--- src/rtl/wheel_slip_pkg.sv ---
package wheel_slip_pkg;
  localparam int NUM_CH  = 2;
  localparam int REF_IDX = 0;
  localparam int BRK_IDX = 1;
endpackage

--- src/rtl/wheel_edge_sync.sv ---
module wheel_edge_sync #(
  parameter int STAGES = 2
) (
  input  logic clk,
  input  logic rst,
  input  logic d_i,
  output logic rise_o
);
  // STAGES synchroniser flops plus one history flop for edge detection
  logic [STAGES:0] sh_q;

  always_ff @(posedge clk) begin
    if (rst) sh_q <= '0;
    else     sh_q <= {sh_q[STAGES-1:0], d_i};
  end

  assign rise_o = sh_q[STAGES-1] & ~sh_q[STAGES];
endmodule

--- src/rtl/wheel_restoring_div.sv ---
module wheel_restoring_div #(
  parameter int N_W = 16,
  parameter int D_W = 16
) (
  input  logic           clk,
  input  logic           rst,
  input  logic           start_i,
  input  logic [D_W-1:0] hi_i,
  input  logic [N_W-1:0] lo_i,
  input  logic [D_W-1:0] den_i,
  output logic           busy_o,
  output logic           done_o,
  output logic [N_W-1:0] quo_o
);
  localparam int STEP_W = $clog2(N_W + 1);

  logic [D_W-1:0]    rem_q;
  logic [N_W-1:0]    shf_q;
  logic [D_W-1:0]    den_q;
  logic [STEP_W-1:0] left_q;
  logic              busy_q;
  logic              done_q;
  logic [D_W:0]      trial;
  logic              take;

  always_comb begin
    trial = {rem_q, shf_q[N_W-1]};
    take  = trial >= {1'b0, den_q};
  end

  always_ff @(posedge clk) begin
    if (rst) begin
      rem_q  <= '0;
      shf_q  <= '0;
      den_q  <= '0;
      left_q <= '0;
      busy_q <= 1'b0;
      done_q <= 1'b0;
    end else begin
      done_q <= 1'b0;
      if (start_i && !busy_q) begin
        rem_q  <= hi_i;
        shf_q  <= lo_i;
        den_q  <= den_i;
        left_q <= STEP_W'(N_W);
        busy_q <= 1'b1;
      end else if (busy_q) begin
        rem_q  <= take ? D_W'(trial - {1'b0, den_q}) : trial[D_W-1:0];
        shf_q  <= {shf_q[N_W-2:0], take};
        left_q <= left_q - 1'b1;
        if (left_q == STEP_W'(1)) begin
          busy_q <= 1'b0;
          done_q <= 1'b1;
        end
      end
    end
  end

  assign busy_o = busy_q;
  assign done_o = done_q;
  assign quo_o  = shf_q;
endmodule

--- src/rtl/wheel_tach_channel.sv ---
module wheel_tach_channel #(
  parameter int CNT_W   = 20,
  parameter int SPD_W   = 16,
  parameter int SPEED_K = 50000,
  parameter int SYNC_N  = 2
) (
  input  logic             clk,
  input  logic             rst,
  input  logic             tach_i,
  input  logic [CNT_W-1:0] timeout_i,
  output logic [SPD_W-1:0] speed_o,
  output logic             ok_o,
  output logic             upd_o
);
  localparam logic [CNT_W-1:0] CNT_MAX = '1;
  localparam logic [SPD_W-1:0] K_VAL   = SPD_W'(SPEED_K);

  logic             rise;
  logic [CNT_W-1:0] cnt_q;
  logic             armed_q;
  logic [SPD_W-1:0] speed_q;
  logic             ok_q;
  logic             upd_q;
  logic             tmo_hit;
  logic             div_start;
  logic             div_busy;
  logic             div_done;
  logic [SPD_W-1:0] div_quo;

  wheel_edge_sync #(.STAGES(SYNC_N)) u_sync (
    .clk(clk), .rst(rst), .d_i(tach_i), .rise_o(rise)
  );

  assign tmo_hit   = !rise && armed_q && (cnt_q >= timeout_i);
  assign div_start = rise && armed_q && !div_busy;

  wheel_restoring_div #(.N_W(SPD_W), .D_W(CNT_W)) u_div (
    .clk(clk), .rst(rst), .start_i(div_start),
    .hi_i('0), .lo_i(K_VAL), .den_i(cnt_q),
    .busy_o(div_busy), .done_o(div_done), .quo_o(div_quo)
  );

  always_ff @(posedge clk) begin
    if (rst) begin
      cnt_q   <= '0;
      armed_q <= 1'b0;
      speed_q <= '0;
      ok_q    <= 1'b0;
      upd_q   <= 1'b0;
    end else begin
      upd_q <= 1'b0;
      if (rise) begin
        cnt_q   <= CNT_W'(1);
        armed_q <= 1'b1;
      end else if (tmo_hit) begin
        armed_q <= 1'b0;
        ok_q    <= 1'b0;
        speed_q <= '0;
      end else if (cnt_q != CNT_MAX) begin
        cnt_q <= cnt_q + 1'b1;
      end
      if (div_done && armed_q && !tmo_hit) begin
        speed_q <= div_quo;
        ok_q    <= 1'b1;
        upd_q   <= 1'b1;
      end
    end
  end

  assign speed_o = speed_q;
  assign ok_o    = ok_q;
  assign upd_o   = upd_q;
endmodule

--- src/rtl/wheel_slip_calc.sv ---
module wheel_slip_calc #(
  parameter int SPD_W  = 16,
  parameter int FRAC_W = 16
) (
  input  logic              clk,
  input  logic              rst,
  input  logic [SPD_W-1:0]  vref_i,
  input  logic [SPD_W-1:0]  vbrk_i,
  input  logic              ref_ok_i,
  input  logic              brk_ok_i,
  input  logic              upd_i,
  output logic [FRAC_W-1:0] slip_o,
  output logic              valid_o,
  output logic              done_o
);
  localparam logic [FRAC_W-1:0] SLIP_FULL = '1;

  logic              live;
  logic              trig;
  logic              launch;
  logic              fast_zero;
  logic              fast_full;
  logic              div_start;
  logic              div_busy;
  logic              div_done;
  logic [FRAC_W-1:0] div_quo;
  logic              pend_q;
  logic [FRAC_W-1:0] slip_q;
  logic              valid_q;
  logic              done_q;

  always_comb begin
    live      = ref_ok_i && brk_ok_i && (vref_i != '0);
    trig      = upd_i || pend_q;
    launch    = live && trig && !div_busy;
    fast_zero = vbrk_i >= vref_i;
    fast_full = vbrk_i == '0;
    div_start = launch && !fast_zero && !fast_full;
  end

  wheel_restoring_div #(.N_W(FRAC_W), .D_W(SPD_W)) u_div (
    .clk(clk), .rst(rst), .start_i(div_start),
    .hi_i(vref_i - vbrk_i), .lo_i('0), .den_i(vref_i),
    .busy_o(div_busy), .done_o(div_done), .quo_o(div_quo)
  );

  always_ff @(posedge clk) begin
    if (rst) begin
      pend_q  <= 1'b0;
      slip_q  <= '0;
      valid_q <= 1'b0;
      done_q  <= 1'b0;
    end else begin
      done_q <= 1'b0;
      if (!live) begin
        valid_q <= 1'b0;
        pend_q  <= 1'b0;
      end else begin
        if (div_done) begin
          slip_q  <= div_quo;
          valid_q <= 1'b1;
          done_q  <= 1'b1;
        end
        if (launch) begin
          pend_q <= 1'b0;
          if (fast_zero) begin
            slip_q  <= '0;
            valid_q <= 1'b1;
            done_q  <= 1'b1;
          end else if (fast_full) begin
            slip_q  <= SLIP_FULL;
            valid_q <= 1'b1;
            done_q  <= 1'b1;
          end
        end else if (trig) begin
          pend_q <= 1'b1;
        end
      end
    end
  end

  assign slip_o  = slip_q;
  assign valid_o = valid_q;
  assign done_o  = done_q;
endmodule

--- src/rtl/wheel_slip_meter.sv ---
module wheel_slip_meter
  import wheel_slip_pkg::*;
#(
  parameter int CNT_W   = 20,
  parameter int SPD_W   = 16,
  parameter int FRAC_W  = 16,
  parameter int SPEED_K = 50000
) (
  input  logic              clk,
  input  logic              rst,
  input  logic              ref_tach_i,
  input  logic              brk_tach_i,
  input  logic [CNT_W-1:0]  timeout_i,
  output logic [SPD_W-1:0]  ref_speed_o,
  output logic [SPD_W-1:0]  brk_speed_o,
  output logic [FRAC_W-1:0] slip_o,
  output logic              slip_valid_o,
  output logic              slip_done_o
);
  logic [NUM_CH-1:0] tach;
  logic [SPD_W-1:0]  spd [NUM_CH];
  logic [NUM_CH-1:0] ok;
  logic [NUM_CH-1:0] upd;

  assign tach[REF_IDX] = ref_tach_i;
  assign tach[BRK_IDX] = brk_tach_i;

  for (genvar g = 0; g < NUM_CH; g++) begin : g_chan
    wheel_tach_channel #(
      .CNT_W(CNT_W), .SPD_W(SPD_W), .SPEED_K(SPEED_K), .SYNC_N(2)
    ) u_chan (
      .clk(clk), .rst(rst), .tach_i(tach[g]), .timeout_i(timeout_i),
      .speed_o(spd[g]), .ok_o(ok[g]), .upd_o(upd[g])
    );
  end

  wheel_slip_calc #(.SPD_W(SPD_W), .FRAC_W(FRAC_W)) u_slip (
    .clk(clk), .rst(rst),
    .vref_i(spd[REF_IDX]), .vbrk_i(spd[BRK_IDX]),
    .ref_ok_i(ok[REF_IDX]), .brk_ok_i(ok[BRK_IDX]),
    .upd_i(|upd),
    .slip_o(slip_o), .valid_o(slip_valid_o), .done_o(slip_done_o)
  );

  assign ref_speed_o = spd[REF_IDX];
  assign brk_speed_o = spd[BRK_IDX];
endmodule

--- config.mk ---
export PLATFORM = sky130hd
export DESIGN_NAME = wheel_slip_meter
export DESIGN_NICKNAME = d
export VERILOG_FILES = /design/src/rtl/wheel_slip_pkg.sv /design/src/rtl/wheel_edge_sync.sv /design/src/rtl/wheel_restoring_div.sv /design/src/rtl/wheel_tach_channel.sv /design/src/rtl/wheel_slip_calc.sv /design/src/rtl/wheel_slip_meter.sv
export SDC_FILE = /design/constraint.sdc
export NUM_CORES = 1
export LEC_CHECK = 0
export ABC_CLOCK_PERIOD_IN_PS = 2900
export BUFFER_PORTS_ARGS = -buffer_cell sky130_fd_sc_hd__buf_2
export CELL_PAD_IN_SITES_DETAIL_PLACEMENT = 1
export CELL_PAD_IN_SITES_GLOBAL_PLACEMENT = 1
export CORE_ASPECT_RATIO = 0.9
export CORE_UTILIZATION = 42
export DETAILED_ROUTE_END_ITERATION = 8
export GPL_ROUTABILITY_DRIVEN = 0
export PLACE_DENSITY_LB_ADDON = 0.3
export SYNTH_ARGS = -nofsm -noshare
export SYNTH_HDL_FRONTEND = slang
export SYNTH_HIERARCHICAL = 1
export SYNTH_SLANG_ARGS = --single-unit
--- constraint.sdc ---
create_clock -name clk -period 2.9 [get_ports clk]
set_input_delay 0.145 -clock clk [delete_from_list [all_inputs] [get_ports clk]]
set_output_delay 0.145 -clock clk [all_outputs]
set_load 0.05 [all_outputs]
Word-level counts from Yosys, hierarchy flattened
Index checks and enable logic that the tools add are counted.
Widths: inputs -> output; s select.
{"block": "op_classes", "bitwise": 10, "eq_ne": 9, "order_cmp": 6, "mux": 61, "n_reduce_logical": 59, "add_sub_neg": 9}
{"cell": "$mux 16", "count": 17}
{"cell": "$ge 21x20->1", "count": 2}
{"cell": "$add 20x1->20 const B", "count": 2}
{"cell": "$ge 20x20->1", "count": 2}
{"cell": "$mux 20", "count": 2}
{"cell": "$ne 20x20->1 const B", "count": 2}
{"cell": "$sub 20x20->20", "count": 2}
{"cell": "$mux 1", "count": 36}
{"cell": "$sub 16x16->16", "count": 2}
{"cell": "$mux 5", "count": 6}
{"cell": "$logic_and 1x1->1", "count": 21}
{"cell": "$reduce_bool 2->1", "count": 9}
{"cell": "$ge 17x16->1", "count": 1}
{"cell": "$ge 16x16->1", "count": 1}
{"cell": "$logic_not 16->1", "count": 1}
{"cell": "$reduce_bool 16->1", "count": 1}
{"cell": "$eq 5x1->1 const B", "count": 3}
{"cell": "$sub 5x1->5 const B", "count": 3}
{"cell": "$reduce_or 2->1", "count": 7}
{"cell": "$reduce_and 2->1", "count": 6}
{"cell": "$reduce_or 3->1", "count": 4}
{"cell": "$logic_not 1->1", "count": 9}
{"cell": "$not 1->1", "count": 8}
{"cell": "$ne 2x1->1 const B", "count": 2}
{"cell": "other kinds (3)", "count": 5}
{"block": "totals", "reg_bits": 284, "input_bits": 24}

Logic depth before layout (Yosys ltp)
Gate-level depths: netlist (run 1).
{"block": "logic_depth", "ltp_word": 9, "depth_mapped": 14, "depth_no_buf": 13}

By module
Netlist (run 1), hierarchy kept.
{"mod": "wheel_tach_channel", "cells_per_inst": 292, "n_inst": 2, "area_per_inst_um2": 2253.4}
{"mod": "wheel_restoring_div (g_chan[1].u_chan.u_div)", "cells_per_inst": 499, "n_inst": 1, "area_per_inst_um2": 3942.5}
{"mod": "wheel_restoring_div (g_chan[0].u_chan.u_div)", "cells_per_inst": 486, "n_inst": 1, "area_per_inst_um2": 3897.5}
{"mod": "wheel_restoring_div (u_slip.u_div)", "cells_per_inst": 419, "n_inst": 1, "area_per_inst_um2": 3330.7}
{"mod": "wheel_slip_calc", "cells_per_inst": 235, "n_inst": 1, "area_per_inst_um2": 1851.8}
{"mod": "wheel_edge_sync", "cells_per_inst": 7, "n_inst": 2, "area_per_inst_um2": 87.6}
{"mod": "wheel_slip_meter", "cells_per_inst": 1, "n_inst": 1, "area_per_inst_um2": 6.3}

Worst setup path before layout (run 1)
OpenSTA, ideal clock, no wires.
{"block": "synth_timing", "kind": "flip-flop to flip-flop", "startpoint": "register g_chan[0].u_chan.speed_q[0]", "endpoint": "register u_slip.u_div.shf_q[10] (netlist: u_slip/u_div/quo_o[10])", "t_arrival_ps": 3379, "path_stages_with_launch": 15, "n_path_buf": 2, "slack_ps": -607, "period_less_slack_ps": 3507, "path_cell_list": "dfxtp_1 -> inv_1 -> ha_1 -> fa_1 -> nor2b_1 -> o31ai_1 -> a211oi_2 -> o21ai_2 -> nor3_1 -> clkbuf_1 -> clkbuf_1 -> mux2i_1 -> nor2_1 -> a21oi_1 -> nor2_1"}
{"block": "synth_via", "elab_chain_len": 8}
{"item": "start, declared", "line_no": "wheel_tach_channel.sv:21", "rtl": "logic [SPD_W-1:0] speed_q;"}
{"item": "start signal, assigned", "line_no": "wheel_tach_channel.sv:63", "rtl": "speed_q <= div_quo;"}
{"item": "parallel branches: the longest is 4 deep, another holds $ge 16x16->1"}
{"item": "$logic_and 1x1->1 * (2 in series)", "line_no": "wheel_slip_calc.sv:38", "rtl": "div_start = launch && !fast_zero && !fast_full;"}
{"item": "named net u_slip.div_start", "line_no": "wheel_slip_calc.sv:23", "rtl": "logic div_start;"}
{"item": "$logic_and 1x1->1 *", "line_no": "wheel_restoring_div.sv:41", "rtl": "if (start_i && !busy_q) begin"}
{"item": "$reduce_or 2->1 (no source line) *"}
{"item": "end signal, assigned", "line_no": "wheel_restoring_div.sv:43", "rtl": "shf_q <= lo_i;"}
{"item": "end signal, assigned", "line_no": "wheel_restoring_div.sv:49", "rtl": "shf_q <= {shf_q[N_W-2:0], take};"}
{"item": "end, declared", "line_no": "wheel_restoring_div.sv:18", "rtl": "logic [N_W-1:0] shf_q;"}
Mark *: on every way through the listed nets, which the timed path passes.
A chain may end at the register's enable or synchronous reset.

Worst setup path after layout (run 1)
{"block": "layout_timing", "startpoint": "register g_chan[0].u_chan.speed_q[0]", "endpoint": "register u_slip.u_div.shf_q[7] (netlist: u_slip/u_div/quo_o[7])"}
Same word-level chain as after synthesis.

==> metrics.txt, run 1 <==
layout cell share with drive strength beyond 1=14.6%; Starting Density=about 43%; CP required=approximately 3300 ps; CTS buffer count=34; via/cell ratio=5.63; Slew @ Worst Pin=1070 ps; Core Util, Final=about half; synthesized area=17,700 µm²; Reg2Reg Depth=14; gr ovfl total=0; WP data arrival=3260 ps; worst reg-to-reg setup slack=just over 50 ps; DR vias=16,800; largest net degree at the start of global routing=78; Total Routing Usage GR=between 20% and 30%; Power Density=446 nW/µm²; hold path cells=2; dominant cells by area after synthesis=dfxtp_1 32%, ha_1 8.5%, a21oi_1 6.8%; HPWL Detailed=39.8 mm; Syn Area/Cell=7.91 µm²; critical path capture point type=flop; Setup Skew=20.8 ps; max-slew violations=0; Mapped Cells=2,238; Yosys top cell area share=32.1%; peak supply drop=0.000391 V; DRT Pass-1 Iters=5; status=completed; clk buf depth=3; DR WL/cell=about 19 µm; root buf cell=clkbuf_16; DRC=0; Slew headroom=28.5%; sequential fraction of the synthesis area=32.1%; Synthesis Warnings=6; main flop type after synthesis=dfxtp_1; final setup violating endpoints=0; HP Class=input pin to flop; Final Hold Viols=0; WS Path Type=flop to flop; worst skew pair latency=about 540 ps; CP startpoint=g_chan[0].u_chan/speed_o[0]; Post-synth EDFFs=0; CP Launch Type=flop; crit-path max FO=10; initial DRC count=987; Final min period=2850 ps; commonest cells after routing, fill and taps aside=279 x nand2_1, 257 x dfxtp_1, 237 x a21oi_1; worst setup path endpoint=u_slip/u_div/quo_o[7]; count of different cell masters after synthesis=94; Sum Neg Setup Slack=0 ps; crit share post-route=98.2%; post-layout power=9.31 mW; Die Height=~200 µm; commonest non-fill, non-tap cell in the layout=nand2_1; worst reg2reg endpoint=u_slip/u_div/quo_o[7]; post-route ant nets=0; pre-CTS WS=-78.0 ps; P_leak=8.80 nW; Core Region=41,100 µm²; # nets final=between 2,000 and 3,000; die area=43,000 µm²; first-pass GRT wire length=89.2 mm; ys async rst share=0%; FF-to-FF Start=g_chan[0].u_chan/speed_o[0]; PortBufs=73; # rows=70; Max Freq=0.351 GHz; Ports=74; TritonCTS clock tree=yes; Clock H-tree levels=2; Synth-to-Final Area Change=17.8%; flop and latch count out of synthesis=about 280; Clock Pin Slew Worst Setup and Hold Paths=60 ps; clk sinks=about 280; Max Cap Viol=0; final worst slack=about 51 ps; initial antenna violation count=0; Ant. Diodes=0; cell type with the largest total area after synthesis=dfxtp_1; chip width=around 220 µm; final WL=between 50 and 60 mm; vias in the first global route=17,000
==> metrics by stage <==
step	hold slack (ps)	std cells	instance area (µm²)
3_5_place_dp	362	2904	19300
3_3_place_gp	358	2904	19300
5_1_grt	94.5	2978	20900
4_1_cts	70.2	2970	20600
6_report	62.0	2978	20900
2_1_floorplan	214	2321	18100
==> where the power goes <==
| part | internal, mW | leakage (nW) | switching (mW) | total, mW |
|---|---|---|---|---|
| sequential | 3.93 | 2.30 | 0.0314 | 3.96 |
| combinational | 0.313 | 5.92 | 0.458 | 0.771 |
| clock | 2.79 | 0.578 | 1.79 | 4.58 |
| total | 7.03 | 8.80 | 2.28 | 9.31 |
==> critical path, cell delays in order (launching register included) <==
cell	delay, ps
dfxtp_4	340
inv_1	40
ha_1	220
fa_2	380
nor2b_4	140
o31ai_2	90
a211oi_4	270
o21ai_2	120
nor3_4	240
buf_4	180
clkbuf_16	170
mux2i_1	250
nor2_1	80
a21oi_1	150
nor2_1	60
==> how the worst min path moves through the flow <==
| stage | startpoint | endpoint | slack [ps] |
|---|---|---|---|
| after floorplan | rst | g_chan[0].u_chan/cnt_q[0] | 210 |
| after global placement | ref_tach_i | g_chan[0].u_chan/u_sync/sh_q[0] | 360 |
| after detailed placement | brk_tach_i | g_chan[1].u_chan/u_sync/sh_q[0] | 360 |
| after CTS | rst | g_chan[0].u_chan/u_div/quo_o[5] | 70 |
| after global routing | rst | g_chan[0].u_chan/u_div/quo_o[5] | 90 |
| final | rst | g_chan[0].u_chan/u_div/quo_o[11] | 60 |
==> sequential cells by signal, summed over array words and instances, names as in the netlist, 2 cells and up <==
name                        flops
g_chan.u_chan/u_div/rem_q      40
u_slip/u_div/left_q             5
g_chan.u_chan/armed_q           2
g_chan.u_chan/u_div/busy_o      2
u_slip/u_div/rem_q             16
g_chan.u_chan/u_div/left_q     10
u_slip/slip_o                  16
g_chan.u_chan/upd_o             2
u_slip/u_div/quo_o             16
g_chan.u_chan/cnt_q            40
g_chan.u_chan/u_div/done_o      2
u_slip/u_div/den_q             16
g_chan.u_chan/u_sync/sh_q       6
g_chan.u_chan/u_div/quo_o      32
g_chan.u_chan/speed_o          32
g_chan.u_chan/u_div/den_q      40
g_chan.u_chan/ok_o              2
==> kinds of logic after synthesis <==
group                    Yosys count  share of synthesized area [%]
AO/OA/AOI/OAI                    562                           20.9
XOR/XNOR                          79                           3.91
adder cells (fa/ha/maj)          124                           8.93
buffers and inverters            275                           6.37
flip-flops                       284                           32.1
multiplexers                     115                           6.56
other                              5                          0.106
AND/OR/NAND/NOR                  794                           21.1
==> what timing repair did <==
action | 4_1_cts | 5_1_grt
hold buffers | 2 | 0
pin swaps | 5 | 15
gates resized for setup | 5 | 41
endpoints found under the hold margin | 2 | 0
gates cloned | 1 | 1
setup buffers | 3 | 7
endpoints found under the setup margin | 29 | 71
==> metal layers <==
metal  GRT usage (%)  vias to the layer above  share of wire (%)
met5               0                        -                  0
met4            6.99                        0                2.2
met1            33.6                     8269                 47
li1                -                     8113                  -
met2            43.2                      296                 48
met3            3.40                       85                3.7
==> synth_stat cells (all sizes together) (6+ instances only) <==
cell type / instances
a211o: 10
a211oi: 66
a21o: 35
a21oi: 246
a22o: 16
a311oi: 11
a31oi: 16
and2: 12
and3: 17
and4: 13
buf: 41
clkbuf: 80
dfxtp: 284
ha: 120
inv: 154
mux2i: 110
nand2: 284
nand2b: 18
nand3: 42
nand3b: 7
nand4: 36
nor2: 219
nor2b: 59
nor3: 42
nor3b: 9
nor4: 17
o211ai: 9
o21a: 22
o21ai: 52
o22ai: 10
o31ai: 14
or2: 6
or3: 7
xnor2: 56
xor2: 23
==> area by class of cell <==
cell class                 count  area, µm²
fill                        5062      20200
multi-input combinational   1762      11400
sequential                   284       5720
timing repair buffer         178       1250
clock buffer                  50       1050
tap                          540        676
inverter                     154        578
clock inverter                10        136
Note: power is estimated with default switching activity, not from simulation.
==> run 2: changes to the inputs <==
- ABC_CLOCK_PERIOD_IN_PS: 2900 -> 3100
- clock period: 2.9 -> 3.1 ns (I/O delays scaled with it)
==> run 2 against run 1 <==
Register-to-register slack hardly changed. Critical path type unchanged. Sequential power is 6.6% lower. Worst hold slack improved by 76 ps. Design area is 1.6% lower. Sequential share of layout area grew 0.35 points. Die area unchanged. Global-route usage decreased by 0.69 points. Total power decreased by 5.2%. Clock skew grew 1.9 ps.
==> metrics.txt, run 2 (synthesized netlist as in run 1, its figures left out) <==
status=completed; P_leak=8.64 nW (-1.8%); Worst path slowest cell=or3_1; Core Util, Final=50.0% (-0.83 points); Top cell by count, worst path=nand2_1; Int Pwr=6.67 mW (-5.2%); layout cell share with drive strength beyond 1=12.2% (-2.4 points); CP required=3580 ps (+260 ps); Total Routing Usage GR=24.8% (-0.69 points); Synth-to-Final Area Change=15.9%; HP Class=input pin to flop; largest net degree at the start of global routing=89 (+14%); WP data arrival=3510 ps (+250 ps); Die Height=197 µm (unchanged); first-pass GRT wire length=87.1 mm (-2.4%); # rows=70 (unchanged); critical-path cell list=inv_1 -> ha_1 -> nand2_1 -> or3_1 -> a211oi_4 -> o21ai_4 -> nor3_4 -> clkbuf_16 -> nor2b_2 -> buf_4 -> nand2_1 -> a21oi_1; Power Density=430 nW/µm² (-3.6%); CP top delay family=simple AND/OR/NAND/NOR gates; # nets final=2,534 (-1.1%); Net Sw Frac=24.4% (-0.033 points); slowest stage delay, CP=480 ps (+100 ps); final WL=53.7 mm (-2.6%); gr ovfl total=0 (unchanged); initial DRC count=1,046 (+6.0%); sw power=2.16 mW (-5.3%); final setup violating endpoints=0 (unchanged); commonest non-fill, non-tap cell in the layout=nand2_1; area occupied by multi-input gates=11,300 µm² (-1.4%); WS Path Type=flop to flop; post-route ant nets=0 (unchanged); hold path cells=2 (unchanged); vias in the first global route=16,700 (-1.3%); chip width=218 µm (unchanged); worst reg-to-reg setup slack=60 ps (about the same); Reg2Reg Depth=12 (-2); DR vias=16,400 (-2.3%); TritonCTS clock tree=yes; Setup Skew=22.7 ps (+1.90 ps); Max Cap Viol=0 (unchanged); Ant. Diodes=0 (unchanged); Starting Density=43.1% (unchanged); DP Cell Count=2,883 (-0.72%); commonest cells after routing, fill and taps aside=279 x nand2_1, 270 x dfxtp_1, 240 x a21oi_1; Final min period=3040 ps (+188 ps); Clk pwr share=50.3% (+1.1 points); CTS buffer count=35 (+2.9%); Core Region=41,100 µm² (unchanged); Comb pwr share=7.8% (-0.5 points); root buf cell=clkbuf_16; Filler cells=5,006 (-1.1%); max-slew violations=0 (unchanged); crit share post-route=98.0% (-0.26 points); worst path bufs/invs=3 (unchanged); Clock Pin Slew Worst Setup and Hold Paths=60 ps (about the same); final worst slack=62.9 ps (+11.5 ps); Sequential Power Share=42.0% (-0.5 points); clk sinks=284 (unchanged); peak supply drop=0.000384 V (-1.7%); Ports=74 (unchanged); HPWL Detailed=38.7 mm (-2.9%); critical path capture point type=flop; Finished Layout Cells=2,953 (-0.84%); PortBufs=73 (unchanged); die area=43,000 µm² (unchanged); Clock H-tree levels=2 (unchanged); largest registers=g_chan.u_chan/cnt_q (40), g_chan.u_chan/u_div/den_q (40), g_chan.u_chan/u_div/rem_q (40); worst skew pair latency=550 ps (about the same); Slew headroom=35.2% (+6.7 points); flip-flop and latch area=5700 µm² (-0.37%); clk buf depth=3 (unchanged); initial antenna violation count=0 (unchanged); Slew @ Worst Pin=969 ps (-99.4 ps); crit-path max FO=13 (+3); CP Launch Type=flop; hold path start=rst; DRC=0 (unchanged); DRT Pass-1 Iters=7 (+2); pre-CTS WS=13.0 ps (+91.0 ps); Max Freq=0.329 GHz (-6.2%); FF-to-FF Start=g_chan[1].u_chan/speed_o[8]; Sum Neg Setup Slack=0 ps (unchanged); worst reg2reg endpoint=u_slip/u_div/den_q[3]; hold path endpoint=g_chan[0].u_chan/u_div/quo_o[14]; via/cell ratio=5.55 (-1.5%); DR WL/cell=18.2 µm (-1.8%); Final Hold Viols=0 (unchanged)
run 2: routing by layer:
| layer | up-vias | wire length (µm) | track usage (%) |
|---|---|---|---|
| li1 | 8072 | - | - |
| met1 | 7979 | 25100 | 32.7 |
| met2 | 264 | 25500 | 42.2 |
| met3 | 65 | 2140 | 3.30 |
| met4 | 0 | 954 | 6.27 |
| met5 | - | 0 | 0 |
run 2: power groups by stage:
stage               clock, mW  combinational (mW)  sequential, mW
floorplan                   0               0.488            3.77
global placement            0               0.649            3.78
detailed placement          0               0.669            3.78
CTS                      4.56               0.678            3.70
global route             4.70               0.757            3.71
finish                   4.44               0.686            3.70
run 2: final cells by class:
| class | count | share of cell area, % |
|---|---|---|
| clock inverter | 13 | 0.951 |
| tap | 540 | 3.29 |
| sequential | 284 | 27.8 |
| timing repair buffer | 149 | 5.03 |
| clock buffer | 51 | 5.15 |
| multi-input combinational | 1762 | 55.0 |
| inverter | 154 | 2.82 |
run 2: metrics by stage:
stage               cell area [µm²]  power (mW)  hold WS, ps
floorplan                     18000        4.26          224
global placement              19100        4.43          370
detailed placement            19100        4.45          376
CTS                           20400        8.94          110
global route                  20500        9.16          144
finish                        20500        8.83          138
run 2: how the worst max path moves through the flow:
stage	start	to	slack (ps)	cells past startpoint
floorplan	g_chan[0].u_chan/speed_o[0]	u_slip/u_div/quo_o[10]	30	14
global placement	g_chan[1].u_chan/u_div/quo_o[15]	g_chan[1].u_chan/u_div/rem_q[18]	110	12
detailed placement	g_chan[1].u_chan/u_div/quo_o[15]	g_chan[1].u_chan/u_div/rem_q[16]	10	12
CTS	g_chan[1].u_chan/u_div/quo_o[15]	g_chan[1].u_chan/u_div/rem_q[16]	9	12
global route	g_chan[1].u_chan/speed_o[10]	u_slip/u_div/den_q[3]	-30	12
finish	g_chan[1].u_chan/speed_o[8]	u_slip/u_div/den_q[3]	60	12
run 2: repair_timing:
| action | in CTS | in global routing |
|---|---|---|
| hold buffers | 2 | 0 |
| endpoints found under the hold margin | 2 | 0 |
| setup endpoints to repair | 0 | 64 |
| buffers inserted | 0 | 1 |
| resized for setup | 0 | 19 |
